<file path="src/rtl/ow_pkg.sv">
package ow_pkg;

    typedef enum logic [1:0] {
        OP_NONE  = 2'd0,
        OP_RESET = 2'd1,
        OP_WRITE = 2'd2,
        OP_READ  = 2'd3
    } ow_op_e;

    typedef enum logic [1:0] {
        ST_IDLE,
        ST_RST,
        ST_BYTE
    } ow_top_e;

    typedef enum logic [1:0] {
        SL_W0,
        SL_W1,
        SL_READ
    } ow_slot_e;

    typedef enum logic [1:0] {
        RS_IDLE,
        RS_LOW,
        RS_WAIT,
        RS_REL
    } ow_rs_e;

    function automatic int clks_per_us(input int hz);
        return hz / 1_000_000;
    endfunction

endpackage

</file>
<file path="src/rtl/ow_tick_gen.sv">
module ow_tick_gen #(
    parameter int DIV = 50
) (
    input  logic clk,
    input  logic rst,
    input  logic clr,
    output logic tick
);
    localparam int CW = (DIV > 1) ? $clog2(DIV) : 1;
    localparam logic [CW-1:0] LAST = CW'(DIV - 1);

    logic [CW-1:0] cnt;

    always_ff @(posedge clk) begin
        if (rst || clr) begin
            cnt <= '0;
        end else if (cnt == LAST) begin
            cnt <= '0;
        end else begin
            cnt <= cnt + 1'b1;
        end
    end

    assign tick = (cnt == LAST);

    // ticks are isolated single-cycle pulses
    a_r1_tick_spacing: assert property (@(posedge clk) disable iff (rst)
        tick |=> !tick);

endmodule

</file>
<file path="src/rtl/ow_reset_seq.sv">
module ow_reset_seq
    import ow_pkg::*;
#(
    parameter int LOW_US  = 490,
    parameter int WAIT_US = 100,
    parameter int REL_US  = 200,
    parameter int UW      = 10
) (
    input  logic clk,
    input  logic rst,
    input  logic start,
    input  logic tick,
    input  logic line_s,
    output logic pull,
    output logic done,
    output logic presence
);
    ow_rs_e         state;
    logic [UW-1:0]  us;

    always_ff @(posedge clk) begin
        if (rst) begin
            state    <= RS_IDLE;
            us       <= '0;
            pull     <= 1'b0;
            done     <= 1'b0;
            presence <= 1'b0;
        end else begin
            done <= 1'b0;
            unique case (state)
                RS_IDLE: begin
                    if (start) begin
                        state <= RS_LOW;
                        us    <= '0;
                        pull  <= 1'b1;
                    end
                end
                RS_LOW: begin
                    if (tick) begin
                        if (us == UW'(LOW_US - 1)) begin
                            pull  <= 1'b0;
                            state <= RS_WAIT;
                            us    <= '0;
                        end else begin
                            us <= us + 1'b1;
                        end
                    end
                end
                RS_WAIT: begin
                    if (tick) begin
                        if (!line_s) begin
                            state <= RS_REL;
                            us    <= '0;
                        end else if (us == UW'(WAIT_US - 1)) begin
                            presence <= 1'b0;
                            done     <= 1'b1;
                            state    <= RS_IDLE;
                        end else begin
                            us <= us + 1'b1;
                        end
                    end
                end
                RS_REL: begin
                    if (tick) begin
                        if (line_s || us == UW'(REL_US - 1)) begin
                            presence <= 1'b1;
                            done     <= 1'b1;
                            state    <= RS_IDLE;
                        end else begin
                            us <= us + 1'b1;
                        end
                    end
                end
                default: state <= RS_IDLE;
            endcase
        end
    end

    // the reset pulse only begins on a start request
    a_r2_pull_needs_start: assert property (@(posedge clk) disable iff (rst)
        $rose(pull) |-> $past(start));

    // completion never coincides with the line still being pulled
    a_r3_done_released: assert property (@(posedge clk) disable iff (rst)
        done |-> !pull);

endmodule

</file>
<file path="src/rtl/ow_bit_slot.sv">
module ow_bit_slot
    import ow_pkg::*;
#(
    parameter int SLOT_US      = 80,
    parameter int W1_LOW_US    = 2,
    parameter int RD_LOW_US    = 2,
    parameter int RD_SAMPLE_US = 9,
    parameter int REC_US       = 2,
    parameter int UW           = 10
) (
    input  logic     clk,
    input  logic     rst,
    input  logic     start,
    input  ow_slot_e kind,
    input  logic     tick,
    input  logic     line_s,
    output logic     pull,
    output logic     done,
    output logic     rbit
);
    localparam logic [UW-1:0] END_US  = UW'(SLOT_US + REC_US);
    localparam logic [UW-1:0] SMP_US  = UW'(RD_SAMPLE_US);

    logic          active;
    logic          is_rd;
    logic [UW-1:0] us;
    logic [UW-1:0] us_nxt;
    logic [UW-1:0] low_len;

    assign us_nxt = us + 1'b1;

    always_ff @(posedge clk) begin
        if (rst) begin
            active  <= 1'b0;
            is_rd   <= 1'b0;
            us      <= '0;
            low_len <= '0;
            pull    <= 1'b0;
            done    <= 1'b0;
            rbit    <= 1'b0;
        end else begin
            done <= 1'b0;
            if (!active) begin
                if (start) begin
                    active <= 1'b1;
                    pull   <= 1'b1;
                    us     <= '0;
                    is_rd  <= (kind == SL_READ);
                    unique case (kind)
                        SL_W0:   low_len <= UW'(SLOT_US);
                        SL_W1:   low_len <= UW'(W1_LOW_US);
                        default: low_len <= UW'(RD_LOW_US);
                    endcase
                end
            end else if (tick) begin
                us <= us_nxt;
                if (us_nxt == low_len) begin
                    pull <= 1'b0;
                end
                if (is_rd && us_nxt == SMP_US) begin
                    rbit <= line_s;
                end
                if (us_nxt == END_US) begin
                    active <= 1'b0;
                    pull   <= 1'b0;
                    done   <= 1'b1;
                end
            end
        end
    end

    // a slot ends with the line released (recovery gap)
    a_r5_slot_ends_released: assert property (@(posedge clk) disable iff (rst)
        done |-> !pull);

    // a slot pulse only begins on a start request
    a_r6_pull_needs_start: assert property (@(posedge clk) disable iff (rst)
        $rose(pull) |-> $past(start));

endmodule

</file>
<file path="src/rtl/onewire_master.sv">
module onewire_master
    import ow_pkg::*;
#(
    parameter int CLK_HZ       = 50_000_000,
    parameter int RST_LOW_US   = 490,
    parameter int PRES_WAIT_US = 100,
    parameter int PRES_REL_US  = 200,
    parameter int SLOT_US      = 80,
    parameter int W1_LOW_US    = 2,
    parameter int RD_LOW_US    = 2,
    parameter int RD_SAMPLE_US = 9,
    parameter int REC_US       = 2,
    parameter int BYTE_BITS    = 8
) (
    input  logic                 clk,
    input  logic                 rst,
    input  logic                 cmd_valid,
    input  logic [1:0]           cmd_op,
    input  logic [BYTE_BITS-1:0] cmd_data,
    input  logic                 line_in,
    output logic                 line_pull,
    output logic                 busy,
    output logic                 done,
    output logic                 presence,
    output logic [BYTE_BITS-1:0] rd_data
);
    localparam int DIV = clks_per_us(CLK_HZ);
    localparam int UW  = $clog2(RST_LOW_US + PRES_WAIT_US + PRES_REL_US + SLOT_US + REC_US + 1);
    localparam int BW  = $clog2(BYTE_BITS);
    localparam logic [BW-1:0] LAST_BIT = BW'(BYTE_BITS - 1);

    // two-flop synchronizer for the wire level
    logic line_m, line_s;
    always_ff @(posedge clk) begin
        if (rst) begin
            line_m <= 1'b1;
            line_s <= 1'b1;
        end else begin
            line_m <= line_in;
            line_s <= line_m;
        end
    end

    ow_top_e               state;
    ow_op_e                op_in;
    logic                  accept, rst_start, slot_start, next_slot, last_bit;
    logic                  tick;
    logic                  rs_pull, rs_done;
    logic                  sl_pull, sl_done, sl_rbit;
    ow_slot_e              sl_kind;
    logic [BYTE_BITS-1:0]  shreg;
    logic [BYTE_BITS-1:0]  shifted;
    logic [BW-1:0]         bit_idx;
    logic                  is_read;

    assign op_in      = ow_op_e'(cmd_op);
    assign accept     = (state == ST_IDLE) && cmd_valid && (op_in != OP_NONE);
    assign rst_start  = accept && (op_in == OP_RESET);
    assign last_bit   = (bit_idx == LAST_BIT);
    assign next_slot  = (state == ST_BYTE) && sl_done && !last_bit;
    assign slot_start = (accept && (op_in == OP_WRITE || op_in == OP_READ)) || next_slot;
    assign shifted    = {(is_read ? sl_rbit : 1'b0), shreg[BYTE_BITS-1:1]};

    always_comb begin
        if (accept) begin
            if (op_in == OP_READ)  sl_kind = SL_READ;
            else if (cmd_data[0])  sl_kind = SL_W1;
            else                   sl_kind = SL_W0;
        end else begin
            if (is_read)           sl_kind = SL_READ;
            else if (shreg[1])     sl_kind = SL_W1;
            else                   sl_kind = SL_W0;
        end
    end

    ow_tick_gen #(.DIV(DIV)) u_tick (
        .clk  (clk),
        .rst  (rst),
        .clr  (rst_start || slot_start),
        .tick (tick)
    );

    ow_reset_seq #(
        .LOW_US  (RST_LOW_US),
        .WAIT_US (PRES_WAIT_US),
        .REL_US  (PRES_REL_US),
        .UW      (UW)
    ) u_rst (
        .clk      (clk),
        .rst      (rst),
        .start    (rst_start),
        .tick     (tick),
        .line_s   (line_s),
        .pull     (rs_pull),
        .done     (rs_done),
        .presence (presence)
    );

    ow_bit_slot #(
        .SLOT_US      (SLOT_US),
        .W1_LOW_US    (W1_LOW_US),
        .RD_LOW_US    (RD_LOW_US),
        .RD_SAMPLE_US (RD_SAMPLE_US),
        .REC_US       (REC_US),
        .UW           (UW)
    ) u_slot (
        .clk    (clk),
        .rst    (rst),
        .start  (slot_start),
        .kind   (sl_kind),
        .tick   (tick),
        .line_s (line_s),
        .pull   (sl_pull),
        .done   (sl_done),
        .rbit   (sl_rbit)
    );

    always_ff @(posedge clk) begin
        if (rst) begin
            state   <= ST_IDLE;
            shreg   <= '0;
            bit_idx <= '0;
            is_read <= 1'b0;
            done    <= 1'b0;
            rd_data <= '0;
        end else begin
            done <= 1'b0;
            unique case (state)
                ST_IDLE: begin
                    if (accept) begin
                        if (op_in == OP_RESET) begin
                            state <= ST_RST;
                        end else begin
                            state   <= ST_BYTE;
                            shreg   <= cmd_data;
                            bit_idx <= '0;
                            is_read <= (op_in == OP_READ);
                        end
                    end
                end
                ST_RST: begin
                    if (rs_done) begin
                        state <= ST_IDLE;
                        done  <= 1'b1;
                    end
                end
                ST_BYTE: begin
                    if (sl_done) begin
                        shreg <= shifted;
                        if (last_bit) begin
                            state <= ST_IDLE;
                            done  <= 1'b1;
                            if (is_read) rd_data <= shifted;
                        end else begin
                            bit_idx <= bit_idx + 1'b1;
                        end
                    end
                end
                default: state <= ST_IDLE;
            endcase
        end
    end

    assign busy      = (state != ST_IDLE);
    assign line_pull = rs_pull | sl_pull;

    // the wire is released whenever no operation runs
    a_r8_idle_released: assert property (@(posedge clk) disable iff (rst)
        !busy |-> !line_pull);

    // done lasts a single cycle
    a_r9_done_pulse: assert property (@(posedge clk) disable iff (rst)
        done |=> !done);

    // busy has already dropped when done is seen
    a_r9_done_not_busy: assert property (@(posedge clk) disable iff (rst)
        done |-> !busy);

endmodule

</file>
<file path="config.mk">
export PLATFORM = sky130hd
export DESIGN_NAME = onewire_master
export DESIGN_NICKNAME = d
export VERILOG_FILES = /design/src/rtl/ow_pkg.sv /design/src/rtl/ow_tick_gen.sv /design/src/rtl/ow_reset_seq.sv /design/src/rtl/ow_bit_slot.sv /design/src/rtl/onewire_master.sv
export SDC_FILE = /design/constraint.sdc
export NUM_CORES = 1
export LEC_CHECK = 0
export BUFFER_PORTS_ARGS = -buffer_cell sky130_fd_sc_hd__buf_2
export CAP_MARGIN = 15
export CORE_MARGIN = 4
export CORE_UTILIZATION = 45
export CTS_CLUSTER_DIAMETER = 200
export DETAILED_ROUTE_END_ITERATION = 7
export PLACE_DENSITY = 0.73
export SLEW_MARGIN = 40
export SYNTH_ARGS = -nofsm -noshare
export SYNTH_HDL_FRONTEND = slang
export SYNTH_SLANG_ARGS = --single-unit
</file>
<file path="constraint.sdc">
create_clock -name clk -period 3.4 [get_ports clk]
set_clock_uncertainty 0.05 [all_clocks]
set_input_delay 0.68 -clock clk [delete_from_list [all_inputs] [get_ports clk]]
set_output_delay 0.68 -clock clk [all_outputs]
set_load 0.02 [all_outputs]
</file>
==> flow_summary.ini, run 1 <==
[timing]
tightestPinTransition_ps = 737
slew_violations = 0
hold_violations = 0
max_freq_ghz = 0.392
layout_min_cycle_time_ps = 2550
grt_setup_unrepaired = no
setup_viol = 0
slew_headroom_pct = 50.8
final.setup.tns_ps = 0
period_share_pct = 75.0

[cts]
cts.sinks = 62
post_cts_resized = 0
cts_hold_buf = 0
ctsLongestPathBuffers = 2
clock_latency_ps = 340
post_cts_buffers = 0
cts_root_buf = clkbuf_8
clock_tree.htree_level_count = 3
clk_pin_slew_worst_paths_ps = 70
numCtsBuffers = 9
cts_tree = yes

[setup_path]
worst_ep_required_time_ps = 3550
worstSetupEndpointType = flip-flop
critical_path_class = reg2reg
worst-path-max-fanout = 12
slowest_delay_ps = 510
crit_chain = ha_1 -> or3b_1 -> or4_4 -> nand4_2 -> a31o_1 -> o32ai_2
worst_path_max_delay_cell = or4_4
start_kind = flip-flop
arrival_ps = 2700

[global_routing]
grt_pass1_wl_um = 12900
grt_usage_pct = 17.8
grt_max_degree = 57
grt_antenna_before_repair = 0
grt.overflow.total = 0
grt_pass1_vias = 2858

[route]
vias = 3052
via_per_inst = 5.70
drtIter0Drc = 134
drcViolationCount = 0
drtAntennaViolNets = 0
firstDrtPassIters = 5
wl_per_cell_um = 13.9
drt_wl_total_um = 7430

[placement]
place_congestion = 0.882
io_buffers = 25
hpwl_um = 5190
dp.cells = 519

[synth]
synthCells = 418
ys_ff_latch = 62
ys_top_cells_by_count = dfxtp_1 (62), nor2_1 (40), a21oi_1 (39)
async_reset_ff_share_pct = 0
synth_area_leader_cell = dfxtp_1
synth_most_common_cell = dfxtp_1
synth-edff-count = 0
synth_seq_area_share_pct = 36.2
synth_top_area_share_pct = 36.2
yosysUniqueCellTypes = 59
netlist_top_cells_area = dfxtp_1 (36%), a21oi_1 (5.7%), ha_1 (4.4%), nor2_1 (4.4%), nand2_1 (3.7%)
ys_warn_count = 0
syn_avg_cell_area_um2 = 8.19
netlist_area_mm2 = 0.00342
synthFlopType = dfxtp_1
synth_nets = 444

[status]
outcome = complete, no violations

[power_and_ir_drop]
p_clk_share_pct = 37.6
p_int_uw = 1340
p_comb_share_pct = 19.3
seq_power_share_pct = 43.1
vdd_drop_max_mv = 0.212
p_sw_share_pct = 29.6
power_density_mw_per_mm2 = 502
power_switching_uw = 563
p_leak_uw = 0.00137

[finish]
antenna_cells = 0
drive_above_1_share_pct = 13.5
fin_nets = 457
fin_util_pct = 51.8
stdcell_count = 535
area_delta_synth_final_pct = 10.9
fill_cells = 722

[floorplan]
ioPinCount = 26
rows = 31
fp.coreArea_mm2 = 0.00733
die-area_mm2 = 0.00907
die_w_um = 95.2
start_util_pct = 46.7
die_h_um = 95.2

[hold_path]
hp-class = reg2reg

[job]
cap_violations = 0
## per-stage QoR
stage / instance area [um^2] / hold slack (ps) / setup slack [ps] / total power (uW)
after global routing: 3800 / 380 / 706 / 2020
after global placement: 3580 / 345 / 925 / 1190
final: 3800 / 358 / 850 / 1910
after floorplan: 3420 / 339 / 1310 / 1120
after detailed placement: 3580 / 343 / 861 / 1200
after CTS: 3800 / 359 / 848 / 1930
## final timing paths
kind / cells past startpoint / endpoint / slack [ps] / start
max reg2reg: 6 / u_rst.us[8] / 850 / u_rst.us[0]
min: 1 / line_s / 360 / line_m
min reg2reg: 1 / line_s / 360 / line_m
max: 6 / u_rst.us[8] / 850 / u_rst.us[0]
## power groups by stage
stage / clock, uW / sequential, uW / combinational [uW]
CTS: 737 / 820 / 370
finish: 717 / 821 / 368
detailed placement: 0 / 837 / 367
global placement: 0 / 835 / 356
global route: 770 / 829 / 420
floorplan: 0 / 825 / 291
## area by class of cell
| cell class | count | area, um^2 | share of cell area [%] |
|---|---|---|---|
| multi-input combinational | 308 | 1980 | 52.2 |
| sequential | 62 | 1240 | 32.7 |
| timing repair buffer | 28 | 148 | 3.89 |
| clock buffer | 9 | 124 | 3.26 |
| tap | 99 | 124 | 3.26 |
| clock inverter | 7 | 97.6 | 2.57 |
| inverter | 22 | 82.6 | 2.17 |
## registers in the layout (all words and copies together) (netlist names), 2 cells and up
signal	cells
u_slot.us	10
bit_idx	3
u_slot.low_len	2
u_rst.state	2
u_tick.cnt	6
u_rst.us	10
state	2
rd_data	8
shreg	7
## per-layer routing
layer  vias to the layer above  part of all wire (%)  global-route usage (%)  wire length [um]
met3                        13                   4.3                    5.37               316
met2                        67                    50                    30.4              3680
li1                       1551                     -                       -                 -
met4                         0                   1.8                    6.01               130
met5                         -                     0                       0                 0
met1                      1421                    44                    21.3              3300
## cells by family after synthesis
kind of cell	count (synthesis)	share of synthesized area (%)
xor+xnor	12	3.07
mux	8	2.34
simple gates	163	25.6
buf+inv	48	5.92
compound gates	113	22.4
fa+ha+maj	12	4.38
flops	62	36.2
## cell usage in the layout (no fill, tap or decap), types with 6 or more instances in the layout
cell type	n
buf_2	25
nand2_1	34
xor2_1	7
clkbuf_8	9
dfxtp_1	62
o21ai_0	17
a31oi_1	8
and3_1	8
nand3_1	17
nand4b_1	6
nand4_1	8
nor2_1	40
nor2b_1	6
or3_1	8
a211oi_1	9
a21oi_1	39
inv_1	22
mux2i_1	8
nand2b_1	6
ha_1	12
## critical path: cells and delay by family, from the launching register on
kind,cells,cell delay (ps)
AND/OR/NAND/NOR,3,1130
AO/OA/AOI/OAI,2,590
flip-flops,1,410
adder cells (fa/ha/maj),1,240
(Power assumes the default switching activity.)
==> inputs of run 2 (changes only) <==
--- a/config.mk
+++ b/config.mk
@@ -11,7 +11,7 @@
 export CORE_UTILIZATION = 45
 export CTS_CLUSTER_DIAMETER = 200
 export DETAILED_ROUTE_END_ITERATION = 7
-export PLACE_DENSITY = 0.73
+export PLACE_DENSITY = 0.75
 export SLEW_MARGIN = 40
 export SYNTH_ARGS = -nofsm -noshare
 export SYNTH_HDL_FRONTEND = slang
==> constraint.sdc (replaced) <==
create_clock -name clk -period 2.12 [get_ports clk]
set_clock_uncertainty 0.05 [all_clocks]
set_input_delay 0.424 -clock clk [delete_from_list [all_inputs] [get_ports clk]]
set_output_delay 0.424 -clock clk [all_outputs]
set_load 0.02 [all_outputs]
==> flow_summary.ini, run 2 (synthesized netlist as in run 1, its figures left out) <==
[setup_path]
crit_chain = ha_4 -> buf_6 -> nor3b_4 -> and3_4 -> or4_4 -> a31o_1 -> buf_6 -> o32ai_2
path_delay_family = simple AND/OR/NAND/NOR gates
worst_path_max_delay_cell = or4_4
worst_ep_required_time_ps = 2320
slowest_delay_ps = 470
crit_top_cell = buf_6
timing.rr.end = u_rst.us[9]
cp.buffers_inverters = 2
r2r_slack_ps = 8
reg2reg_depth = 8
worstSetupEndpointType = flip-flop
arrival_ps = 2310
worst-path-max-fanout = 4
critical_path_class = reg2reg
start_kind = flip-flop
reg2reg_from = u_rst.us[0]

[floorplan]
fp.coreArea_mm2 = 0.00733
rows = 31
ioPinCount = 26
start_util_pct = 46.7
die_w_um = 95.2
die_h_um = 95.2
die-area_mm2 = 0.00907

[placement]
hpwl_um = 6070
place_congestion = 0.886
io_buffers = 25
dp.cells = 552

[global_routing]
grt_max_degree = 18
grt_usage_pct = 19.6
grt.overflow.total = 0
grt_pass1_wl_um = 13900
grt_pass1_vias = 3015
grt_antenna_before_repair = 0

[hold_path]
holdCritStartpoint = line_in
hp-class = in2reg
hold_depth = 2
hold_end = line_m

[timing]
layout_min_cycle_time_ps = 2110
period_share_pct = 99.6
hold_violations = 0
setup_viol = 0
slew_headroom_pct = 68.3
max_freq_ghz = 0.473
whs_ps = 217
slew_violations = 0
grt_setup_unrepaired = yes
tightestPinTransition_ps = 463

[cts]
cts_hold_buf = 0
numCtsBuffers = 9
clock_latency_ps = 340
cts.sinks = 62
cts_root_buf = clkbuf_8
clk_pin_slew_worst_paths_ps = 80
ctsLongestPathBuffers = 2
clock_tree.htree_level_count = 3
cts_tree = yes

[finish]
fin_util_pct = 57.1
stdcell_count = 574
fill_cells = 658
antenna_cells = 0
drive_above_1_share_pct = 23.8
layout_common_cells = dfxtp_1 (59), nor2_1 (39), a21oi_1 (39)
mostFrequentLayoutCell = dfxtp_1
multiInputGateArea_mm2 = 0.00206
area_delta_synth_final_pct = 22.3
seq_area_mm2 = 0.00124
reg.largest.list = u_rst.us: 10 flops, u_slot.us: 10 flops, rd_data: 8 flops
fin_nets = 496

[power_and_ir_drop]
vdd_drop_max_mv = 0.400
power_density_mw_per_mm2 = 726
p_leak_uw = 0.00158

[route]
drt_wl_total_um = 8770
firstDrtPassIters = 6
via_per_inst = 5.81
vias = 3336
drtAntennaViolNets = 0
wl_per_cell_um = 15.3
drcViolationCount = 0
drtIter0Drc = 141

[status]
outcome = complete, no violations

[job]
cap_violations = 0
-- run 2: cell count changes in the layout (fill, tap and decap cells not counted), moves of 2 or more --
cell | previous run | this run
buf_4 | 3 | 37
ha_2 | 0 | 3
ha_1 | 12 | 8
dfxtp_2 | 0 | 3
o41ai_1 | 3 | 1
buf_6 | 0 | 3
o41ai_2 | 0 | 2
dfxtp_1 | 62 | 59
-- run 2: area by class of cell --
class                      instances  area share [%]
clock buffer                       9            2.96
tap                               99            2.96
timing repair buffer              67            11.4
inverter                          22            1.97
sequential                        62            29.7
multi-input combinational        308            49.2
clock inverter                     7            1.76
-- run 2: power breakdown --
group	total, uW	internal (uW)	switching (uW)
Combinational	673	287	386
Clock	1050	546	505
Sequential	1320	1250	64.9
-- run 2: worst max-delay path by stage --
stage | to | slack [ps] | cells past startpoint | from
2_1_floorplan | u_rst.us[3] | 30 | 7 | u_rst.us[0]
3_3_place_gp | u_rst.us[3] | 20 | 7 | u_rst.us[0]
3_5_place_dp | u_rst.us[7] | -70 | 7 | u_rst.us[0]
4_1_cts | u_rst.us[7] | 2 | 7 | u_rst.us[0]
5_1_grt | u_rst.us[4] | -50 | 7 | u_rst.us[0]
6_report | u_rst.us[9] | 8 | 8 | u_rst.us[0]
-- run 2: timing repair --
item	4_1_cts	5_1_grt
cloned	0	1
endpoints found under the setup margin	11	17
gates resized for setup	4	19
buffers inserted	1	4
pin swaps	0	7
-- run 2: through the flow --
step / worst slack, ps / power [uW] / setup TNS, ps / cell area, um^2
5_1_grt: -52.2 / 3210 / -188 / 4190
3_5_place_dp: -67.3 / 1970 / -253 / 3820
6_report: 7.52 / 3040 / 0 / 4190
3_3_place_gp: 17.0 / 1940 / 0 / 3820
4_1_cts: 2.49 / 3020 / 0 / 4050
2_1_floorplan: 28.9 / 1790 / 0 / 3420
-- run 2: routing by layer --
metal	up-vias	GRT usage (%)	routed length, um
met2	119	32.8	4440
li1	1632	-	-
met4	0	6.13	174
met3	17	5.68	512
met5	-	0	0
met1	1568	24.1	3640
==> inputs of run 3 (changes only) <==
--- a/config.mk
+++ b/config.mk
@@ -7,6 +7,7 @@
 export LEC_CHECK = 0
 export BUFFER_PORTS_ARGS = -buffer_cell sky130_fd_sc_hd__buf_2
 export CAP_MARGIN = 15
+export CORE_ASPECT_RATIO = 1.2
 export CORE_MARGIN = 4
 export CORE_UTILIZATION = 45
 export CTS_CLUSTER_DIAMETER = 200
==> flow_summary.ini, run 3 (synthesized netlist as in run 1, its figures left out) <==
[status]
outcome = complete, no violations

[cts]
numCtsBuffers = 9
cts_hold_buf = 0
clk_pin_slew_worst_paths_ps = 80
cts_tree = yes
ctsLongestPathBuffers = 2
cts_root_buf = clkbuf_8
clock_tree.htree_level_count = 3
cts.sinks = 62
clock_latency_ps = 350

[timing]
layout_min_cycle_time_ps = 2120
whs_ps = 203
period_share_pct = 99.9
max_freq_ghz = 0.472
slew_headroom_pct = 65.3
grt_setup_unrepaired = yes
slew_violations = 0
hold_violations = 0
setup_viol = 0
tightestPinTransition_ps = 520

[placement]
dp.cells = 539
place_congestion = 0.851
io_buffers = 25
hpwl_um = 5830

[setup_path]
cp.buffers_inverters = 1
arrival_ps = 2310
cp-startpoint = u_rst.us[0]
start_kind = flip-flop
slowest_delay_ps = 460
path_delay_family = simple AND/OR/NAND/NOR gates
worstSetupEndpointType = flip-flop
worst_path_max_delay_cell = or4_4
critical_path_class = reg2reg
worst-path-max-fanout = 5
crit_chain = ha_4 -> or3b_4 -> or4_4 -> nand4_4 -> clkbuf_16 -> a31oi_1 -> o32ai_1
worst_ep_required_time_ps = 2310
reg2reg_from = u_rst.us[0]

[global_routing]
grt_antenna_before_repair = 0
grt_max_degree = 28
grt.overflow.total = 0
grt_pass1_wl_um = 13600
grt_pass1_vias = 2959
grt_usage_pct = 18.3

[finish]
fin_util_pct = 56.2
fin_nets = 490
drive_above_1_share_pct = 22.6
fill_cells = 666
reg.largest.list = u_rst.us: 10 flops, u_slot.us: 10 flops, rd_data: 8 flops
layout_common_cells = dfxtp_1 (57), nor2_1 (40), a21oi_1 (39)
area_delta_synth_final_pct = 20.1
mostFrequentLayoutCell = dfxtp_1
antenna_cells = 0
stdcell_count = 559

[route]
via_per_inst = 5.91
drt_wl_total_um = 8360
vias = 3306
firstDrtPassIters = 4
drtIter0Drc = 149
wl_per_cell_um = 15.0
drtAntennaViolNets = 0
drcViolationCount = 0

[hold_path]
hp-class = in2reg
holdCritStartpoint = line_in

[floorplan]
fp.coreArea_mm2 = 0.00732
start_util_pct = 46.8
die_w_um = 87.6
rows = 34
ioPinCount = 26
die-area_mm2 = 0.00908
die_h_um = 104

[power_and_ir_drop]
power_density_mw_per_mm2 = 711
vdd_drop_max_mv = 0.459
p_clk_share_pct = 33.4
power_switching_uw = 969
seq_power_share_pct = 45.0
p_leak_uw = 0.00153
p_comb_share_pct = 21.6
p_sw_share_pct = 33.1
p_int_uw = 1950

[job]
cap_violations = 0
==> run 3: worst paths after layout <==
kind	endpoint	slack [ps]	depth (start not counted)
setup reg to reg	u_rst.us[2]	2	7
setup / recovery	u_rst.us[2]	2	7
hold / removal	line_m	200	2
hold reg to reg	line_s	370	1
==> run 3: power by group through the flow <==
| stage | Clock [uW] | Combinational [uW] | Sequential, uW |
|---|---|---|---|
| 2_1_floorplan | 0 | 467 | 1320 |
| 5_1_grt | 1040 | 710 | 1330 |
| 3_3_place_gp | 0 | 608 | 1340 |
| 6_report | 977 | 631 | 1320 |
| 3_5_place_dp | 0 | 624 | 1340 |
| 4_1_cts | 984 | 627 | 1310 |
==> run 3: through the flow <==
stage,TNS (ps),cell area (um^2),total power [uW],setup WS (ps)
after global routing,-112,4110,3070,-70.1
after detailed placement,0,3790,1960,0.746
after CTS,0,3990,2920,30.6
after global placement,0,3790,1940,42.5
after floorplan,0,3420,1790,28.9
final,0,4110,2920,2.33
==> run 3: final cells by class <==
type,count,area (um^2),area share [%]
timing repair buffer,61,429,10.4
multi-input combinational,308,2060,50.0
inverter,22,82.6,2.01
clock buffer,9,124,3.01
clock inverter,7,58.8,1.43
tap,90,113,2.74
sequential,62,1250,30.3
==> run 3: repair_timing <==
action                     4_1_cts  5_1_grt
resized for setup                2       17
gates cloned                     0        1
pin swaps                        1        3
setup endpoints to repair        1       12
setup buffers                    0        3
==> run 3: metal layers <==
metal,up-vias,GRT usage (%),wire [um]
met3,9,2.38,468
li1,1621,-,-
met2,96,28.8,4170
met5,-,0,0
met1,1580,25.1,3630
met4,0,7.24,89
